`src/rtl/sweep_pkg.sv`:
```
package sweep_pkg;

  typedef enum logic [2:0] {
    ST_IDLE,
    ST_RD_REQ,
    ST_RD_WAIT,
    ST_WR_REQ,
    ST_DONE
  } sweepState_t;

  // Strobes from control to datapath
  typedef struct packed {
    logic loadBase;
    logic clrIdx;
    logic incIdx;
    logic capData;
  } sweepStrobe_t;

endpackage

```
`src/rtl/sweep_dpath.sv`:
```
module sweep_dpath
  import sweep_pkg::*;
#(
  parameter int ADDR_W      = 16,
  parameter int DATA_W      = 16,
  parameter int NUM_ENTRIES = 16,
  parameter int REF_BIT     = 0
) (
  input  logic              clk,
  input  logic              rstN,
  input  sweepStrobe_t      strobe,
  input  logic [ADDR_W-1:0] tableBase,
  input  logic [DATA_W-1:0] rspData,
  output logic [ADDR_W-1:0] reqAddr,
  output logic [DATA_W-1:0] reqWdata,
  output logic              lastEntry
);
  localparam int IDX_W = (NUM_ENTRIES > 1) ? $clog2(NUM_ENTRIES) : 1;
  localparam logic [IDX_W-1:0] LAST_IDX = IDX_W'(NUM_ENTRIES - 1);

  logic [ADDR_W-1:0] baseQ;
  logic [IDX_W-1:0]  idxQ;
  logic [DATA_W-1:0] dataQ;
  logic [DATA_W-1:0] clearMask;

  generate
    for (genvar b = 0; b < DATA_W; b++) begin : g_mask
      if (b == REF_BIT) begin : g_ref
        assign clearMask[b] = 1'b0;
      end else begin : g_keep
        assign clearMask[b] = 1'b1;
      end
    end
  endgenerate

  always_ff @(posedge clk) begin
    if (!rstN) begin
      baseQ <= '0;
      idxQ  <= '0;
      dataQ <= '0;
    end else begin
      if (strobe.loadBase) baseQ <= tableBase;
      if (strobe.clrIdx)       idxQ <= '0;
      else if (strobe.incIdx)  idxQ <= idxQ + 1'b1;
      if (strobe.capData) dataQ <= rspData;
    end
  end

  assign reqAddr   = baseQ + ADDR_W'(idxQ);
  assign reqWdata  = dataQ & clearMask;
  assign lastEntry = (idxQ == LAST_IDX);

endmodule

```
`src/rtl/sweep_ctrl.sv`:
```
module sweep_ctrl
  import sweep_pkg::*;
#(
  parameter bit SKIP_CLEAN = 1'b1
) (
  input  logic         clk,
  input  logic         rstN,
  input  logic         tick,
  input  logic         reqReady,
  input  logic         rspValid,
  input  logic         rspRef,
  input  logic         lastEntry,
  output sweepStrobe_t strobe,
  output logic         reqValid,
  output logic         reqWrite,
  output logic         busy,
  output logic         done
);
  sweepState_t stateQ, stateD;
  logic needWrite;

  generate
    if (SKIP_CLEAN) begin : g_skip
      assign needWrite = rspRef;
    end else begin : g_always
      assign needWrite = 1'b1;
    end
  endgenerate

  always_comb begin
    stateD = stateQ;
    strobe = '0;
    unique case (stateQ)
      ST_IDLE: if (tick) begin
        strobe.loadBase = 1'b1;
        strobe.clrIdx   = 1'b1;
        stateD          = ST_RD_REQ;
      end
      ST_RD_REQ: if (reqReady) stateD = ST_RD_WAIT;
      ST_RD_WAIT: if (rspValid) begin
        strobe.capData = 1'b1;
        if (needWrite)      stateD = ST_WR_REQ;
        else if (lastEntry) stateD = ST_DONE;
        else begin
          strobe.incIdx = 1'b1;
          stateD        = ST_RD_REQ;
        end
      end
      ST_WR_REQ: if (reqReady) begin
        if (lastEntry) stateD = ST_DONE;
        else begin
          strobe.incIdx = 1'b1;
          stateD        = ST_RD_REQ;
        end
      end
      ST_DONE: stateD = ST_IDLE;
      default: stateD = ST_IDLE;
    endcase
  end

  always_ff @(posedge clk) begin
    if (!rstN) stateQ <= ST_IDLE;
    else       stateQ <= stateD;
  end

  assign reqValid = (stateQ == ST_RD_REQ) || (stateQ == ST_WR_REQ);
  assign reqWrite = (stateQ == ST_WR_REQ);
  assign busy     = (stateQ == ST_RD_REQ) || (stateQ == ST_RD_WAIT) || (stateQ == ST_WR_REQ);
  assign done     = (stateQ == ST_DONE);

endmodule

```
`src/rtl/refbit_sweeper.sv`:
```
module refbit_sweeper
  import sweep_pkg::*;
#(
  parameter int ADDR_W      = 16,
  parameter int DATA_W      = 16,
  parameter int NUM_ENTRIES = 16,
  parameter int REF_BIT     = 0,
  parameter bit SKIP_CLEAN  = 1'b1
) (
  input  logic              clk,
  input  logic              rstN,
  input  logic              tick,
  input  logic [ADDR_W-1:0] tableBase,
  output logic              memReqValid,
  output logic              memReqWrite,
  output logic [ADDR_W-1:0] memReqAddr,
  output logic [DATA_W-1:0] memReqWdata,
  input  logic              memReqReady,
  input  logic              memRspValid,
  input  logic [DATA_W-1:0] memRspData,
  output logic              busy,
  output logic              done
);
  sweepStrobe_t strobe;
  logic lastEntry;

  sweep_ctrl #(.SKIP_CLEAN(SKIP_CLEAN)) u_ctrl (
    .clk      (clk),
    .rstN     (rstN),
    .tick     (tick),
    .reqReady (memReqReady),
    .rspValid (memRspValid),
    .rspRef   (memRspData[REF_BIT]),
    .lastEntry(lastEntry),
    .strobe   (strobe),
    .reqValid (memReqValid),
    .reqWrite (memReqWrite),
    .busy     (busy),
    .done     (done)
  );

  sweep_dpath #(
    .ADDR_W(ADDR_W), .DATA_W(DATA_W), .NUM_ENTRIES(NUM_ENTRIES), .REF_BIT(REF_BIT)
  ) u_dpath (
    .clk      (clk),
    .rstN     (rstN),
    .strobe   (strobe),
    .tableBase(tableBase),
    .rspData  (memRspData),
    .reqAddr  (memReqAddr),
    .reqWdata (memReqWdata),
    .lastEntry(lastEntry)
  );

endmodule

```
`config.mk`:
```
export PLATFORM = sky130hd
export DESIGN_NAME = refbit_sweeper
export DESIGN_NICKNAME = d
export VERILOG_FILES = /design/src/rtl/sweep_pkg.sv /design/src/rtl/sweep_dpath.sv /design/src/rtl/sweep_ctrl.sv /design/src/rtl/refbit_sweeper.sv
export SDC_FILE = /design/constraint.sdc
export NUM_CORES = 1
export LEC_CHECK = 0
export CORE_ASPECT_RATIO = 1.25
export CORE_MARGIN = 5
export CORE_UTILIZATION = 30
export CTS_CLUSTER_SIZE = 16
export DETAILED_ROUTE_END_ITERATION = 12
export PLACE_DENSITY_LB_ADDON = 0.1
export SETUP_SLACK_MARGIN = 0.3
export SLEW_MARGIN = 5
export SYNTH_ARGS = -nofsm -noshare
export SYNTH_HDL_FRONTEND = slang
export SYNTH_SLANG_ARGS = --single-unit
export TNS_END_PERCENT = 50
```
`constraint.sdc`:
```
create_clock -name clk -period 1.9 [get_ports clk]
set_input_delay 0.285 -clock clk [delete_from_list [all_inputs] [get_ports clk]]
set_output_delay 0.285 -clock clk [all_outputs]
set_load 0.01 [all_outputs]
```
### Word-level counts from Yosys, hierarchy flattened

Index checks and enable logic that the tools add are counted.

* reductions and logical operators: 6
* $add $sub $neg: 2
* muxes and demuxes: 15
* bitwise logic cells: 1
* equal/unequal tests: 9

Operator list (count)
* 3-bit 2-to-1 mux: 6
* 16-bit by 4-bit adder with 16-bit output: 1
* 3-bit one-hot mux with 4 select lines: 1
* 3-bit by 2-bit equality test with 1-bit output (second input constant): 2
* 2-bit 2-to-1 mux: 3
* 2-bit != test (second input constant): 3
* 4-bit by 1-bit adder with 4-bit output (second input constant): 1
* 4-bit equality test (second input constant): 1
* 1-bit 2-to-1 mux: 4
* 4-bit AND reduction: 1
* 3-bit by 1-bit equality test with 1-bit output (second input constant): 1
* 3-bit equality test (second input constant): 1
* 3-bit logical NOT: 1
* 1-bit logical OR: 3
* 2-bit by 1-bit != test with 1-bit output (second input constant): 1
* 1-bit one-hot mux with 2 select lines: 1
* 2-bit OR reduction: 1
* 1-bit inverter: 1

* word-level logic and storage cells: 37
* bits of input ports: 37
* flip-flop bits (word level): 39

### Depth between registers and ports, before layout

Gate-level depths: netlist of run 1.

* depth after elaboration: 5
* gate-level depth with buffers: 7
* mapped depth without buffers: 6

### Hierarchy

Synthesis of run 1 repeated with hierarchy kept, for this count alone.

* cells, all modules: 198
* area, all modules: 1938.1 um^2

Modules (own cells, without submodules)
* sweep_dpath: area an instance 1701.6 um^2, seq. area each 700.7 um^2, cells an instance 164, instances 1
* sweep_ctrl: area an instance 236.5 um^2, seq. area each 60.1 um^2, cells an instance 34, instances 1

### Worst setup path before layout of run 1

Ideal clock, no wire load.

* kind: register -> output
* start: register u_dpath.idxQ[0]
* end: output memReqAddr[14]
* stages on the path, launching flop included: 7
* slack: -0.155 ns
* required time: 1.615 ns
* arrival: 1.770 ns
* buffers on the path: 0
* path through: dfxtp_1 > ha_1 > fa_1 > a211o_1 > o211ai_1 > nor4_1 > xnor2_1

* longest elaborated chain between the ends: 1

RTL lines
* start, declared: line sweep_dpath.sv:22 `logic [IDX_W-1:0] idxQ;`
* start signal, assigned: line sweep_dpath.sv:44 `else if (strobe.incIdx) idxQ <= idxQ + 1'b1;`
* 16-bit by 4-bit adder with 16-bit output: line sweep_dpath.sv:49 `assign reqAddr = baseQ + ADDR_W'(idxQ);`
* end, declared: line refbit_sweeper.sv:16 `output logic [ADDR_W-1:0] memReqAddr,`

Every way passes these cells.

### Worst setup path in the final report of run 1

* start: register u_dpath.baseQ[0]
* end: output memReqAddr[12]

* longest elaborated chain between the ends: 1

RTL lines
* start, declared: line sweep_dpath.sv:21 `logic [ADDR_W-1:0] baseQ;`
* start signal, assigned: line sweep_dpath.sv:42 `if (strobe.loadBase) baseQ <= tableBase;`
* 16-bit by 4-bit adder with 16-bit output: line sweep_dpath.sv:49

Every way passes these cells.

==> results.ini, run 1 <==
[cts]
cts_sinks = 38
cts_buffers = 5
cts_tree = yes
clk_pin_slew_ps = 70
worstSkewPairLatency_ps = 280
cts_buffer_depth = 2
htreeDepth = 2
root_buffer = clkbuf_8

[yosys]
ys_top_cells_by_area = dfxtp_1, nand2_1, a21boi_0
synth-seq-cells = 38
synth.distinct_cells = 41
synth.yosys.warnings = 0
syn_area_sq_um = 1970
synth_top_area_cell = dfxtp_1
synthesis.nets = 280
seq_area_frac_synth = 0.386
async_reset_ff_frac = 0
syn_inst = 237
synth_ff_type = dfxtp_1
yosysTopAreaCellShare = 0.386
synth_edf_count = 0
synth_top_cells_by_count = nand2_1, dfxtp_1, a21boi_0
syn_avg_cell_area_sq_um = 8.31
yosysMostFrequentCell = nand2_1

[detailed_routing]
routed_wl_um = 5450
post_drt_wl_per_cell_um = 12.7
drc = 0
vias_per_cell = 4.51
first_pass_iters = 4
drtIter0Drc = 63
num_vias = 1940
ant_nets = 0

[critical_path]
critPathTopFamily = adder cells
critPathBufInv = 3
crit_required_ps = 1620
crit_arrival_ps = 2120
worstPathMaxFanout = 3
cp-end-kind = output pin
reg2regPathDepth = 4
crit_path_top_delay_cell = dfxtp_2
worst-path-stages = 9
r2r_slack_ps = 350
critPathLaunchType = register
crit_type = register to output pin
path_cells = ha_4, fa_2, a211o_1, o211ai_1, buf_4, buf_6, nor3_2, xor2_1, buf_2
cpPeakStageDelay_ps = 340

[global_routing]
grt_pass1_vias = 1990
use_met3 = 0.0528
met1_usage = 0.162
antenna_found_initial = 0
top_usage_layer = met2
grt_use_total = 0.138
use_met2 = 0.233
grt_pass1_wl_um = 8950
grt_max_degree = 37
overflow = 0

[sta]
clock_skew_ps = 1.70
fmax_mhz = 416
period_needed_ps = 2400
hold_viol = 0
final.setup.worst_slack_ps = -501
finalCritPeriodShare = 1.26
slew_viol_final = 0
finalSetupViolations = 13
hold_ws_ps = 460
rsz0062_at_grt = true

[final_layout]
layout-drive-gt1-share = 0.251
nFillCells = 679
nNetsFinal = 386
syn_to_final_growth_pct = 60.3
final_util = 0.487
final_cell_area_sq_um = 3160
n_antenna_cell = 0

[hold_path]
hp-class = register to register
worstHoldPathCells = 2

[power]
power.leakage_nw = 1.32
powerDensity_nw_per_um2 = 625
max-vdd-ir-drop_mv = 0.383

[placed_design]
dp_slack_ps = -600
dp_hpwl_um = 4030
io_buffers = 71
gp_congestion = 0.795
place_area_sq_um = 3020

[floorplan]
die_w_um = 82.5
ios = 73
dieHeight_um = 101
initial_utilization = 0.304
coreArea_sq_um = 6480
row_count = 33
die_area_sq_um = 8300

[run]
cap_viol_max_count = 0

[run_status]
status = complete, but fails checks
failed_checks = negative setup slack

==> area by class of cell <==
class,count,area [sq um],area share
clock buffers,7,76.3,0.0242
inverters,5,22.5,0.00713
multi-input cells,183,1220,0.386
flip-flops and latches,38,772,0.244
well taps,87,109,0.0345
repair buffers,110,960,0.304
==> cell usage in the layout (no fill, tap or decap), types with 5 or more instances in the layout <==
| cell type | instances |
|---|---|
| nor2_2 | 5 |
| dlygate4sd2_1 | 5 |
| nor2_1 | 7 |
| clkdlybuf4s50_1 | 50 |
| xor2_1 | 9 |
| dfxtp_1 | 33 |
| clkbuf_8 | 5 |
| xnor2_1 | 7 |
| buf_4 | 34 |
| buf_2 | 13 |
| a21boi_0 | 30 |
| nand2_1 | 69 |
==> worst register-to-register path: stages, from the launching register on <==
cell	delay [ps]
dfxtp_4	390
or3b_4	440
a211oi_4	340
mux2i_1	220
nor2_1	50
==> registers in the layout, indices dropped and copies added, names as in the netlist <==
signal	flops
u_dpath.idxQ	4
u_dpath.baseQ	16
u_dpath.dataQ	15
u_ctrl.stateQ	3
==> metal layers <==
layer  wire length, um  up-vias
li1                  -      999
met1              2350      887
met2              2620       52
met3               446        2
met4                29        0
met5                 0        -
==> final timing paths <==
check,start,endpoint
max reg2reg,u_ctrl.stateQ[0],u_dpath.idxQ[1]
min reg2reg,u_dpath.dataQ[10],u_dpath.dataQ[10]
min,u_dpath.dataQ[10],u_dpath.dataQ[10]
max,u_dpath.baseQ[0],memReqAddr[12]
==> what timing repair did <==
action                                  4_1_cts  5_1_grt
endpoints found under the setup margin       23       21
pin swaps                                     8        8
hold buffers                                  0        0
resized for setup                            66       25
setup buffers                                 8        1
==> stage by stage <==
stage	TNS (ps)	power, W	cells
after floorplan	-24.4	0.00119	237
after CTS	-5160	0.00201	429
after global placement	-5500	0.00152	414
final	-4390	0.00198	430
after detailed placement	-5640	0.00152	414
after global routing	-5580	0.00211	430
==> power breakdown <==
| group | internal (W) | total [W] | switching (W) | leakage, nW |
|---|---|---|---|---|
| combinational | 0.000297 | 0.000562 | 0.000265 | 0.969 |
| sequential | 0.000857 | 0.000911 | 0.0000544 | 0.312 |
| clock | 0.000252 | 0.000503 | 0.000250 | 0.0383 |
==> logic make-up after synthesis <==
kind of cell	synth area share
AOI/OAI and AO/OA	0.197
other	0.00190
DFF	0.386
buffers and inverters	0.0368
xor gates and xnor gates	0.0756
adders and majority gates	0.0419
muxes	0.0102
and+or+nand+nor	0.250
(Power assumes the default switching activity.)
==> inputs of run 2 (changes only) <==
Settings changed: GPL_ROUTABILITY_DRIVEN set to 0, RECOVER_POWER set to 100.
==> run 2 against run 1 <==
Die area is the same. Via count shrank 0.36%. Non-clock buffer count is the same. Sequential share of layout area grew 0.36 points. Largest cell class unchanged. Global-route usage is the same. Combinational power shrank 5.0%. Worst hold slack lost 3.0 ps. Highest routed layer unchanged. The flow still finishes with violations (negative setup slack). Critical endpoint unchanged. Cell count is the same. Clock skew is essentially flat. Power shrank 2.0%.
==> results.ini, run 2 (synthesis results as in run 1) <==
[sta]
max_slew_margin = 0.560
period_needed_ps = 2400  ; -0.337 ps
hold_viol = 0  ; unchanged
final.setup.worst_slack_ps = -501  ; +0.337 ps
hold_ws_ps = 457  ; -2.99 ps
clock_skew_ps = 1.64  ; -0.0582 ps
rsz0062_at_grt = true
finalSetupViolations = 13  ; unchanged
tns_ps = -4390  ; +6.43 ps
worst-slew-pin-transition_ps = 661
finalCritPeriodShare = 1.26  ; about the same
slew_viol_final = 0  ; unchanged
fmax_mhz = 416  ; about the same

[final_layout]
final_cell_area_sq_um = 3090  ; -2.3%
n_antenna_cell = 0  ; unchanged
layout_commonest_cell = nand2_1
layout_common_cells = nand2_1, dfxtp_1, clkdlybuf4s50_1, buf_4, a21boi_0
nFillCells = 690  ; +1.6%
largest_reg_flops = 16  ; unchanged
reg_top3 = u_dpath.baseQ x16, u_dpath.dataQ x15, u_dpath.idxQ x4
nNetsFinal = 386  ; unchanged
multi_input_area_sq_um = 1170  ; -4.3%
layout-drive-gt1-share = 0.230  ; -0.0204
regMostFlops = u_dpath.baseQ
register_area_sq_um = 766  ; -0.81%
layout.cells.non_filler = 430  ; unchanged
syn_to_final_growth_pct = 56.7

[detailed_routing]
num_vias = 1933  ; -0.36%
vias_per_cell = 4.50  ; -0.36%
post_drt_wl_per_cell_um = 12.6  ; -0.37%
drtIter0Drc = 54  ; -14%
ant_nets = 0  ; unchanged
routed_wl_um = 5430  ; -0.37%
drc = 0  ; unchanged
first_pass_iters = 4  ; unchanged

[critical_path]
cp-end-kind = output pin
worstPathMaxFanout = 3  ; unchanged
path_cells = ha_4, fa_2, a211o_1, o211ai_1, buf_4, buf_6, nor3_2, xor2_1, buf_2
critPathLaunchType = register
crit_arrival_ps = 2120  ; about the same
cpPeakStageDelay_ps = 340  ; about the same
reg2regPathDepth = 5  ; +1
crit_type = register to output pin
crit_required_ps = 1620  ; about the same
crit_path_top_delay_cell = dfxtp_2

[global_routing]
grt_pass1_vias = 1990  ; unchanged
antenna_found_initial = 0  ; unchanged
grt_max_degree = 37  ; unchanged
grt_use_total = 0.138  ; unchanged
overflow = 0  ; unchanged
grt_pass1_wl_um = 8950  ; unchanged

[hold_path]
worstHoldPathCells = 2  ; unchanged
hp-class = register to register

[floorplan]
ios = 73  ; unchanged
die_w_um = 82.5  ; unchanged
die_area_sq_um = 8300  ; unchanged
initial_utilization = 0.304  ; unchanged
coreArea_sq_um = 6480  ; unchanged
row_count = 33  ; unchanged
dieHeight_um = 101  ; unchanged

[placed_design]
dp_cells = 414  ; unchanged
place_area_sq_um = 3020  ; unchanged
io_buffers = 71  ; unchanged
dp_hpwl_um = 4030  ; unchanged

[cts]
clk_pin_slew_ps = 70  ; about the same
hold_buffers = 0  ; unchanged
cts_buffer_depth = 2  ; unchanged
worstSkewPairLatency_ps = 280  ; about the same
cts_tree = yes
root_buffer = clkbuf_8
cts_sinks = 38  ; unchanged
cts_buffers = 5  ; unchanged
htreeDepth = 2  ; unchanged

[power]
max-vdd-ir-drop_mv = 0.382  ; about the same
p_switching_w = 0.000552  ; -3.0%
swShare = 0.285  ; -0.00289
pwr-share-seq = 0.464  ; +0.003
powerDensity_nw_per_um2 = 627  ; +0.21%
internal_power_w = 0.00138  ; -1.7%
p_comb_frac = 0.276  ; -0.008
clkPwrFrac = 0.260  ; +0.006
power.leakage_nw = 1.35  ; +2.6%

[run_status]
status = complete, but fails checks
failed_checks = negative setup slack

[run]
cap_viol_max_count = 0  ; unchanged

==> run 2: cell types whose count changed in the layout (fill, tap and decap cells not counted), moves of 2 or more <==
cell	before	now
buf_4	34	31
dlygate4sd3_1	0	17
dfxtp_4	2	0
clkbuf_1	2	4
clkdlybuf4s50_1	50	33
==> run 2: power by group through the flow <==
stage / clock (W) / combinational (W) / sequential (W)
3_5_place_dp: 0 / 0.000601 / 0.000919
2_1_floorplan: 0 / 0.000268 / 0.000920
3_3_place_gp: 0 / 0.000599 / 0.000917
6_report: 0.000503 / 0.000534 / 0.000899
5_1_grt: 0.000561 / 0.000600 / 0.000906
4_1_cts: 0.000535 / 0.000570 / 0.000906
==> run 2: worst max-delay path, delay by kind of cell (launching register included) <==
family	cells	cell delay [ps]
AOI/OAI and AO/OA	2	410
xor gates and xnor gates	1	140
DFF	1	340
and+or+nand+nor	1	40
adders and majority gates	2	500
buffers and inverters	3	420
==> run 2: layer usage <==
layer	global-route usage	wire length, um
met1	0.162	2350
met2	0.233	2600
met3	0.0528	454
met4	0.0377	29
met5	0	0
==> run 2: timing repair <==
item                                    4_1_cts  5_1_grt
resized for setup                            66       25
pin swaps                                     8        8
buffers inserted                              8        1
endpoints found under the hold margin         0        0
endpoints found under the setup margin       23       21
==> run 2: area by class of cell <==
| class | count | share of cell area |
|---|---|---|
| Inverter | 5 | 0.00648 |
| Tap cell | 87 | 0.0353 |
| Timing Repair Buffer | 110 | 0.308 |
| Clock buffer | 7 | 0.0247 |
| Multi-Input combinational cell | 183 | 0.378 |
| Sequential cell | 38 | 0.248 |
==> run 2: final timing paths <==
kind / startpoint / endpoint / slack, ps
setup reg to reg: u_ctrl.stateQ[1] / u_dpath.dataQ[1] / 120
setup / recovery: u_dpath.baseQ[0] / memReqAddr[12] / -500
hold reg to reg: u_dpath.dataQ[10] / u_dpath.dataQ[10] / 460
hold / removal: u_dpath.dataQ[10] / u_dpath.dataQ[10] / 460
==> run 2: metrics by stage <==
| step | worst slack [ps] | total power [W] | utilization |
|---|---|---|---|
| global route | -588 | 0.00207 | 0.476 |
| floorplan | -17.4 | 0.00119 | - |
| finish | -501 | 0.00194 | 0.476 |
| global placement | -570 | 0.00152 | 0.466 |
| detailed placement | -600 | 0.00152 | 0.466 |
| CTS | -527 | 0.00201 | 0.484 |
==> inputs of run 3 (changes only) <==
Settings changed: SLEW_MARGIN 5 to 20.
==> results of run 3 <==
The final DEF is identical to that of run 2; final timing and power are the same.
